File: src/rtl/fill_blit_pkg.sv
package fill_blit_pkg;

  // wrapper block dwords
  localparam logic [31:0] OP_FLUSH      = 32'h1300_0002;
  localparam logic [31:0] OP_LOAD_IMM   = 32'h1100_0001;
  localparam logic [31:0] TILE_CTL_REG  = 32'h0002_2200;
  localparam logic [31:0] TILE_CTL_ON   = 32'h0003_0003;
  localparam logic [31:0] TILE_CTL_OFF  = 32'h0003_0000;

  // older fill packet
  localparam logic [31:0] LEG_FILL_BASE = 32'h5430_0000;
  localparam logic [31:0] LEG_TILED     = 32'h0000_0800;
  localparam logic [31:0] LEG_ROP       = 32'h00F0_0000;

  // newer fill packet
  localparam logic [31:0] NEW_FILL_BASE = 32'h5100_000E;
  localparam logic [31:0] NEW_CACHE_SEL = 32'h0040_0000;
  localparam logic [31:0] NEW_SIZE_FLAG = 32'h2000_0000;

  localparam int WRAP_LEN = 8;
  localparam int NEW_LEN  = 16;

  typedef enum logic [1:0] {
    SEG_PRE  = 2'd0,
    SEG_FILL = 2'd1,
    SEG_POST = 2'd2
  } seg_e;

  typedef struct packed {
    logic [31:0] hdr;
    logic [31:0] dw1;
    logic [31:0] corner_a;
    logic [31:0] corner_b;
    logic [31:0] size_dw;
    logic [31:0] color;
    logic [31:0] addr_lo;
    logic [31:0] addr_hi;
    logic        fmt_new;
    logic        addr_two;
    logic        wrap;
    logic [4:0]  fill_len;
  } fill_cfg_t;

endpackage

File: src/rtl/fill_blit_decode.sv
module fill_blit_decode
  import fill_blit_pkg::*;
#(
  parameter int COORD_W = 16,
  parameter int PITCH_W = 16,
  parameter int ADDR_W  = 48
) (
  input  logic               fmt_new,
  input  logic               long_len,
  input  logic [1:0]         tile_sel,
  input  logic [1:0]         bpp_sel,
  input  logic [COORD_W-1:0] rect_x,
  input  logic [COORD_W-1:0] rect_y,
  input  logic [COORD_W-1:0] rect_w,
  input  logic [COORD_W-1:0] rect_h,
  input  logic [PITCH_W-1:0] stride,
  input  logic [COORD_W-1:0] surf_h,
  input  logic [31:0]        color,
  input  logic [ADDR_W-1:0]  dst_addr,
  output fill_cfg_t          cfg,
  output logic               ok
);

  logic               tiled;
  logic [PITCH_W-1:0] pitch;
  logic [PITCH_W-1:0] pitch_m1;
  logic [COORD_W:0]   end_x;
  logic [COORD_W:0]   end_y;
  logic [31:0]        leg_depth;
  logic [31:0]        new_depth;
  logic [1:0]         new_tcode;
  logic [31:0]        hi_part;

  generate
    if (ADDR_W > 32) begin : g_hi
      assign hi_part = 32'(dst_addr[ADDR_W-1:32]);
    end else begin : g_no_hi
      assign hi_part = '0;
    end
  endgenerate

  always_comb begin
    leg_depth = '0;
    new_depth = '0;
    case (bpp_sel)
      2'd1: begin leg_depth = 32'h0100_0000; new_depth = 32'h0008_0000; end
      2'd2: begin leg_depth = 32'h0300_0000; new_depth = 32'h0010_0000; end
      default: ;
    endcase
    case (tile_sel)
      2'd1:    new_tcode = 2'd1;
      2'd3:    new_tcode = 2'd2;
      default: new_tcode = 2'd0;
    endcase
  end

  assign tiled    = (tile_sel != 2'd0);
  assign pitch    = tiled ? (stride >> 2) : stride;
  assign pitch_m1 = pitch - 1'b1;
  assign end_x    = {1'b0, rect_x} + {1'b0, rect_w};
  assign end_y    = {1'b0, rect_y} + {1'b0, rect_h};
  assign ok       = (bpp_sel != 2'd3) && !(fmt_new && (tile_sel == 2'd2));

  always_comb begin
    cfg          = '0;
    cfg.fmt_new  = fmt_new;
    cfg.addr_two = fmt_new || long_len;
    cfg.wrap     = !fmt_new && tile_sel[1];
    cfg.fill_len = fmt_new ? 5'(NEW_LEN) : (long_len ? 5'd7 : 5'd6);
    if (fmt_new) begin
      cfg.hdr = NEW_FILL_BASE | new_depth;
      cfg.dw1 = {new_tcode, 30'b0} | NEW_CACHE_SEL | 32'(pitch_m1);
    end else begin
      cfg.hdr = LEG_FILL_BASE | (tiled ? LEG_TILED : 32'h0) | (long_len ? 32'd5 : 32'd4);
      cfg.dw1 = leg_depth | LEG_ROP | 32'(pitch);
    end
    cfg.corner_a = {16'(rect_y), 16'(rect_x)};
    cfg.corner_b = {16'(end_y), 16'(end_x)};
    cfg.size_dw  = NEW_SIZE_FLAG | (32'(pitch_m1) << 14) | 32'(surf_h - 1'b1);
    cfg.color    = color;
    cfg.addr_lo  = 32'(dst_addr);
    cfg.addr_hi  = hi_part;
  end

endmodule

File: src/rtl/fill_blit_word.sv
module fill_blit_word
  import fill_blit_pkg::*;
(
  input  seg_e        seg,
  input  logic [4:0]  idx,
  input  fill_cfg_t   cfg,
  output logic [31:0] dword
);

  always_comb begin
    dword = '0;
    case (seg)
      SEG_PRE, SEG_POST: begin
        case (idx)
          5'd0:    dword = OP_FLUSH;
          5'd4:    dword = OP_LOAD_IMM;
          5'd5:    dword = TILE_CTL_REG;
          5'd6:    dword = (seg == SEG_PRE) ? TILE_CTL_ON : TILE_CTL_OFF;
          default: dword = '0;
        endcase
      end
      SEG_FILL: begin
        if (cfg.fmt_new) begin
          case (idx)
            5'd0:    dword = cfg.hdr;
            5'd1:    dword = cfg.dw1;
            5'd2:    dword = cfg.corner_a;
            5'd3:    dword = cfg.corner_b;
            5'd4:    dword = cfg.addr_lo;
            5'd5:    dword = cfg.addr_hi;
            5'd7:    dword = cfg.color;
            5'd13:   dword = cfg.size_dw;
            default: dword = '0;
          endcase
        end else begin
          case (idx)
            5'd0:    dword = cfg.hdr;
            5'd1:    dword = cfg.dw1;
            5'd2:    dword = cfg.corner_a;
            5'd3:    dword = cfg.corner_b;
            5'd4:    dword = cfg.addr_lo;
            5'd5:    dword = cfg.addr_two ? cfg.addr_hi : cfg.color;
            5'd6:    dword = cfg.color;
            default: dword = '0;
          endcase
        end
      end
      default: dword = '0;
    endcase
  end

endmodule

File: src/rtl/fill_blit_seq.sv
module fill_blit_seq
  import fill_blit_pkg::*;
(
  input  logic       clk,
  input  logic       rst_n,
  input  logic       start,
  input  logic       req_ok,
  input  fill_cfg_t  cfg_in,
  input  logic       m_ready,
  output logic       m_valid,
  output logic       m_last,
  output logic       busy,
  output logic       err,
  output seg_e       seg,
  output logic [4:0] idx,
  output fill_cfg_t  cfg_q
);

  logic       active;
  logic [4:0] seg_len;
  logic       at_end;
  logic       final_seg;
  logic       beat;

  assign seg_len   = (seg == SEG_FILL) ? cfg_q.fill_len : 5'(WRAP_LEN);
  assign at_end    = (idx == seg_len - 5'd1);
  assign final_seg = (seg == SEG_POST) || ((seg == SEG_FILL) && !cfg_q.wrap);
  assign m_valid   = active;
  assign busy      = active;
  assign m_last    = active && at_end && final_seg;
  assign beat      = active && m_ready;

  always_ff @(posedge clk) begin
    if (!rst_n) begin
      active <= 1'b0;
      err    <= 1'b0;
      seg    <= SEG_FILL;
      idx    <= '0;
      cfg_q  <= '0;
    end else begin
      err <= 1'b0;
      if (!active) begin
        if (start) begin
          if (req_ok) begin
            active <= 1'b1;
            cfg_q  <= cfg_in;
            seg    <= cfg_in.wrap ? SEG_PRE : SEG_FILL;
            idx    <= '0;
          end else begin
            err <= 1'b1;
          end
        end
      end else if (beat) begin
        if (at_end) begin
          idx <= '0;
          if (final_seg) begin
            active <= 1'b0;
          end else if (seg == SEG_PRE) begin
            seg <= SEG_FILL;
          end else begin
            seg <= SEG_POST;
          end
        end else begin
          idx <= idx + 5'd1;
        end
      end
    end
  end

  // independent beat count for the length check
  logic [5:0] beats;
  logic [5:0] exp_total;

  assign exp_total = (cfg_q.wrap ? 6'(2 * WRAP_LEN) : 6'd0) + 6'(cfg_q.fill_len);

  always_ff @(posedge clk) begin
    if (!rst_n) begin
      beats <= '0;
    end else if (m_valid && m_ready) begin
      beats <= m_last ? 6'd0 : beats + 6'd1;
    end
  end

  AST_SEQ_LENGTH: assert property (@(posedge clk) disable iff (!rst_n)
    (m_valid && m_ready && m_last) |-> (beats + 6'd1 == exp_total));

  AST_DONE_IDLE: assert property (@(posedge clk) disable iff (!rst_n)
    (m_valid && m_ready && m_last) |=> (!m_valid && !busy));

  AST_REJECT_SILENT: assert property (@(posedge clk) disable iff (!rst_n)
    err |-> !m_valid);

  AST_START_ONLY: assert property (@(posedge clk) disable iff (!rst_n)
    $rose(m_valid) |-> $past(start));

endmodule

File: src/rtl/fill_blit_gen.sv
module fill_blit_gen
  import fill_blit_pkg::*;
#(
  parameter int COORD_W = 16,
  parameter int PITCH_W = 16,
  parameter int ADDR_W  = 48
) (
  input  logic               clk,
  input  logic               rst_n,
  input  logic               start,
  input  logic               fmt_new,
  input  logic               long_len,
  input  logic [1:0]         tile_sel,
  input  logic [1:0]         bpp_sel,
  input  logic [COORD_W-1:0] rect_x,
  input  logic [COORD_W-1:0] rect_y,
  input  logic [COORD_W-1:0] rect_w,
  input  logic [COORD_W-1:0] rect_h,
  input  logic [PITCH_W-1:0] stride,
  input  logic [COORD_W-1:0] surf_h,
  input  logic [31:0]        color,
  input  logic [ADDR_W-1:0]  dst_addr,
  output logic               busy,
  output logic               err,
  output logic               m_valid,
  input  logic               m_ready,
  output logic [31:0]        m_data,
  output logic               m_last
);

  fill_cfg_t  cfg_in;
  fill_cfg_t  cfg_q;
  logic       req_ok;
  seg_e       seg;
  logic [4:0] idx;

  fill_blit_decode #(
    .COORD_W (COORD_W),
    .PITCH_W (PITCH_W),
    .ADDR_W  (ADDR_W)
  ) u_decode (
    .fmt_new  (fmt_new),
    .long_len (long_len),
    .tile_sel (tile_sel),
    .bpp_sel  (bpp_sel),
    .rect_x   (rect_x),
    .rect_y   (rect_y),
    .rect_w   (rect_w),
    .rect_h   (rect_h),
    .stride   (stride),
    .surf_h   (surf_h),
    .color    (color),
    .dst_addr (dst_addr),
    .cfg      (cfg_in),
    .ok       (req_ok)
  );

  fill_blit_seq u_seq (
    .clk     (clk),
    .rst_n   (rst_n),
    .start   (start),
    .req_ok  (req_ok),
    .cfg_in  (cfg_in),
    .m_ready (m_ready),
    .m_valid (m_valid),
    .m_last  (m_last),
    .busy    (busy),
    .err     (err),
    .seg     (seg),
    .idx     (idx),
    .cfg_q   (cfg_q)
  );

  fill_blit_word u_word (
    .seg   (seg),
    .idx   (idx),
    .cfg   (cfg_q),
    .dword (m_data)
  );

  AST_STALL_HOLD: assert property (@(posedge clk) disable iff (!rst_n)
    (m_valid && !m_ready) |=> (m_valid && $stable(m_data) && $stable(m_last)));

endmodule

File: config.mk
export PLATFORM = sky130hd
export DESIGN_NAME = fill_blit_gen
export DESIGN_NICKNAME = d
export VERILOG_FILES = /design/src/rtl/fill_blit_pkg.sv /design/src/rtl/fill_blit_decode.sv /design/src/rtl/fill_blit_word.sv /design/src/rtl/fill_blit_seq.sv /design/src/rtl/fill_blit_gen.sv
export SDC_FILE = /design/constraint.sdc
export NUM_CORES = 1
export LEC_CHECK = 0
export CAP_MARGIN = 10
export CORE_MARGIN = 1
export CORE_UTILIZATION = 30
export DETAILED_ROUTE_END_ITERATION = 6
export GPL_TIMING_DRIVEN = 0
export SYNTH_ARGS = -nofsm -noshare
export SYNTH_HDL_FRONTEND = slang
export SYNTH_SLANG_ARGS = --single-unit
File: constraint.sdc
create_clock -name clk -period 4.1 [get_ports clk]
set_input_delay 1.025 -clock clk [delete_from_list [all_inputs] [get_ports clk]]
set_output_delay 1.025 -clock clk [all_outputs]
set_load 0.05 [all_outputs]
==> results.md <==
- RSZ-0062 raised after global routing: yes
- Ys async rst share: 0
- Syn. warnings: 0
- Row count: 72
- TritonCTS Sinks: 212
- Main area contributors after synthesis: dfxtp_1, nand2_1, a21oi_1
- GRT overflow: 0
- Crit path cell chain: ha_2, nor4b_4, buf_4, clkbuf_4, a222oi_1, a31oi_1, clkbuf_4
- RR Endpoint: u_seq.cfg_q[144]$_SDFFE_PN0P_
- GRT Total Usage: 0.263
- Slowest CP cell: nor4b_4
- Mapped Nets: 1775
- Reg-to-Reg Start: u_seq.busy$_SDFF_PN0_
- CTS Buf Count: 25
- Slew headroom: 0.325
- Arrival @ worst endpoint: 3.07 ns
- Sum of negative setup slack: 0 ns
- Htree depth: 1
- Post-Syn Area per Cell: 7.72 um^2
- Total number of vias: 13200
- Max Clk Rate: 244 MHz
- Final hold vios: 0
- Worst-Skew Late Latency: 0.54 ns
- Final Critical Period: 4.10 ns
- Final HPWL DP: 43300 um
- I/O Pins: 222
- Initial antenna violation count: 3
- Final Skew: 0.00709 ns
- Fin area: 0.0161 mm^2
- Hold_ws: 0.454 ns
- Buffers added on ports: 220
- Cells after Synth: 1546
- Crit-path max FO: 10
- Pwr Total: 6.04 mW
- WS Path Type: reg -> out
- Die W: 201 um
- Post-synth EDFFs: 0
- Number of max-cap violations: 0
- GR Layer Usage met2: 0.419
- Largest net degree at the start of global routing: 14
- Place WS: -1.24 ns
- Reg2reg setup slack: 1.03 ns
- Core area: 0.0389 mm^2
- Hold/Removal Path Class: reg -> reg
- Initial DRC Count: 1507
- Routed Antenna Nets: 0
- Worst Hold Path Cells: 2
- Synth Register Bits: 212
- Clk slew on worst S/H paths: 0.06 ns
- Final design utilization: 0.414
- First-pass GRT wire length: 79500 um
- Layout cells sized above 1: 0.128
- Clock Path Buffers: 3
- Slowest stage delay, CP: 0.41 ns
- Detailed-route DRC error count: 0
- P&R area growth vs syn: 34.9%
- CP Capture Type: output port
- Most frequent cells after synthesis: nand2_1, dfxtp_1, a21oi_1, clkbuf_1, nor2_1
- Nets: 2034
- Post-synth top area share: 0.356
- Routability cong.: 0.954
- Drt total wl: 55900 um
- Routed len/inst: 23.9 um
- Final setup fails: 0
- Most Crowded Layer GR: met2
- Die area: 0.0406 mm^2
- Power Dens Cells: 375 mW/mm^2
- GR Util met1: 0.355
- Hold wc startpoint: u_seq.cfg_q[67]$_SDFFE_PN0P_
- Status: completed
- Setup WS post-layout: 0.00320 ns
- Req. time, crit path: 3.07 ns
- WP buf/inv: 3
- DR pass1 iterations: 6
- Startpoint types: flip-flop
- Final period util: 0.999
- Worst Tran Pin Value: 1.01 ns
- Peak VDD IR: 294 uV
- Mapped cell area: 0.0119 mm^2
- Initial Util: 0.307
- CP dominant cell by count: clkbuf_4
- Fin cells: 2343
- Met3 usage: 0.0373
- Most area-hungry cell type in the Yosys netlist: dfxtp_1
- Top_reg_cell synth: dfxtp_1
- Hold Path End: u_seq.cfg_q[67]$_SDFFE_PN0P_
- Clk root buf: clkbuf_16
- Max-slew violations: 0
- Avg Vias per Cell: 5.64
- Reg2Reg Depth: 8
- Dpl cells: 2284
- Sequential area share after synthesis: 0.356
- Vias in the first global route: 12300
- CTS tree: done
- CP top delay family: buffers and inverters
- Most frequent cell after synthesis: nand2_1
- Leakage power: 5.90 nW
- Placement Cell Area: 0.0148 mm^2
- Library cells used by synthesis: 80
- Die Ht: 201 um
## power by group
group | total (mW) | switching [mW] | internal [mW]
clock network | 2.34 | 0.933 | 1.41
registers | 2.33 | 0.126 | 2.20
logic | 1.36 | 0.830 | 0.532
## kinds of logic (layout without fill, tap and decap cells)
kind of cell	after synthesis	in the layout	synth area share
multiplexers	21	21	0.0178
flip-flops	212	212	0.356
other	0	2	0
AO/OA/AOI/OAI	488	488	0.268
buffers and inverters	134	411	0.0468
adder cells (fa/ha/maj)	43	43	0.0463
AND/OR/NAND/NOR	582	582	0.217
XOR/XNOR	66	66	0.0484
## sequential cells by signal (all words and copies together), names as in the netlist
| signal | cells |
|---|---|
| u_seq.seg | 2 |
| u_seq.idx | 5 |
| u_seq.busy | 1 |
| u_seq.cfg_q | 203 |
| u_seq.err | 1 |
## layout by cell type, fill, tap and decap left out, types with 9 or more instances in the layout
cell type | Yosys | final
inv_1 | 12 | 11
o21ai_0 | 57 | 55
clkbuf_16 | 0 | 26
mux2i_1 | 19 | 18
a21oi_1 | 199 | 199
nor2_1 | 78 | 77
clkbuf_4 | 0 | 15
nand3_1 | 37 | 36
dfxtp_1 | 212 | 207
buf_6 | 1 | 9
o221a_2 | 12 | 12
a211oi_1 | 17 | 16
xnor2_1 | 36 | 35
nand2_1 | 349 | 349
xor2_1 | 30 | 30
buf_4 | 1 | 33
a222oi_1 | 18 | 18
and3_1 | 14 | 14
a31oi_1 | 22 | 16
a22oi_1 | 43 | 38
a21o_1 | 17 | 17
buf_2 | 35 | 44
a221oi_1 | 30 | 23
ha_1 | 41 | 37
clkdlybuf4s50_1 | 0 | 187
clkbuf_1 | 81 | 56
nor3_1 | 27 | 26
## cell type report
cell class / count / area (um^2)
fillers: 4059 / 22800
plain buffers: 117 / 614
well taps: 518 / 648
multi-input cells: 1200 / 7430
flip-flops and latches: 212 / 4260
repair buffers: 236 / 2240
inverters: 13 / 51.3
clock buffers: 32 / 712
diodes: 2 / 5.00
clock inverters: 13 / 146
## timing repair
item                       CTS  global route
gates resized for setup    281            61
hold buffers                 0             0
setup endpoints to repair   38            36
pin swaps                    7            10
setup buffers                5             8
cloned                       1             2
## how the worst max path moves through the flow
stage | from | to | slack, ns | cells after the start
after detailed placement | tile_sel[1] | u_seq.cfg_q[214]$_SDFFE_PN0P_ | -1.24 | 13
after global placement | tile_sel[1] | u_seq.cfg_q[214]$_SDFFE_PN0P_ | -1.24 | 13
after floorplan | u_seq.idx[0]$_SDFFE_PN0P_ | m_data[14] | 0.34 | 6
after global routing | u_seq.seg[1]$_SDFFE_PN0P_ | m_last | -0.04 | 10
after CTS | u_seq.idx[1]$_SDFFE_PN0P_ | m_data[18] | -0.01 | 8
final | u_seq.idx[1]$_SDFFE_PN0P_ | m_data[26] | 0.003 | 7
## tightest hold or removal path: stages (launching register included)
cell and delay (ns):
dfxtp_1 0.31, nand2_1 0.05, a21oi_1 0.05
## layer usage
| metal | share of wire | routed length [um] | up-vias |
|---|---|---|---|
| li1 | - | - | 6110 |
| met1 | 0.44 | 24400 | 6354 |
| met4 | 0.042 | 2340 | 4 |
| met2 | 0.44 | 24800 | 652 |
| met3 | 0.078 | 4350 | 102 |
| met5 | 0.00045 | 25 | - |
Power figures use the tool's default switching activity.
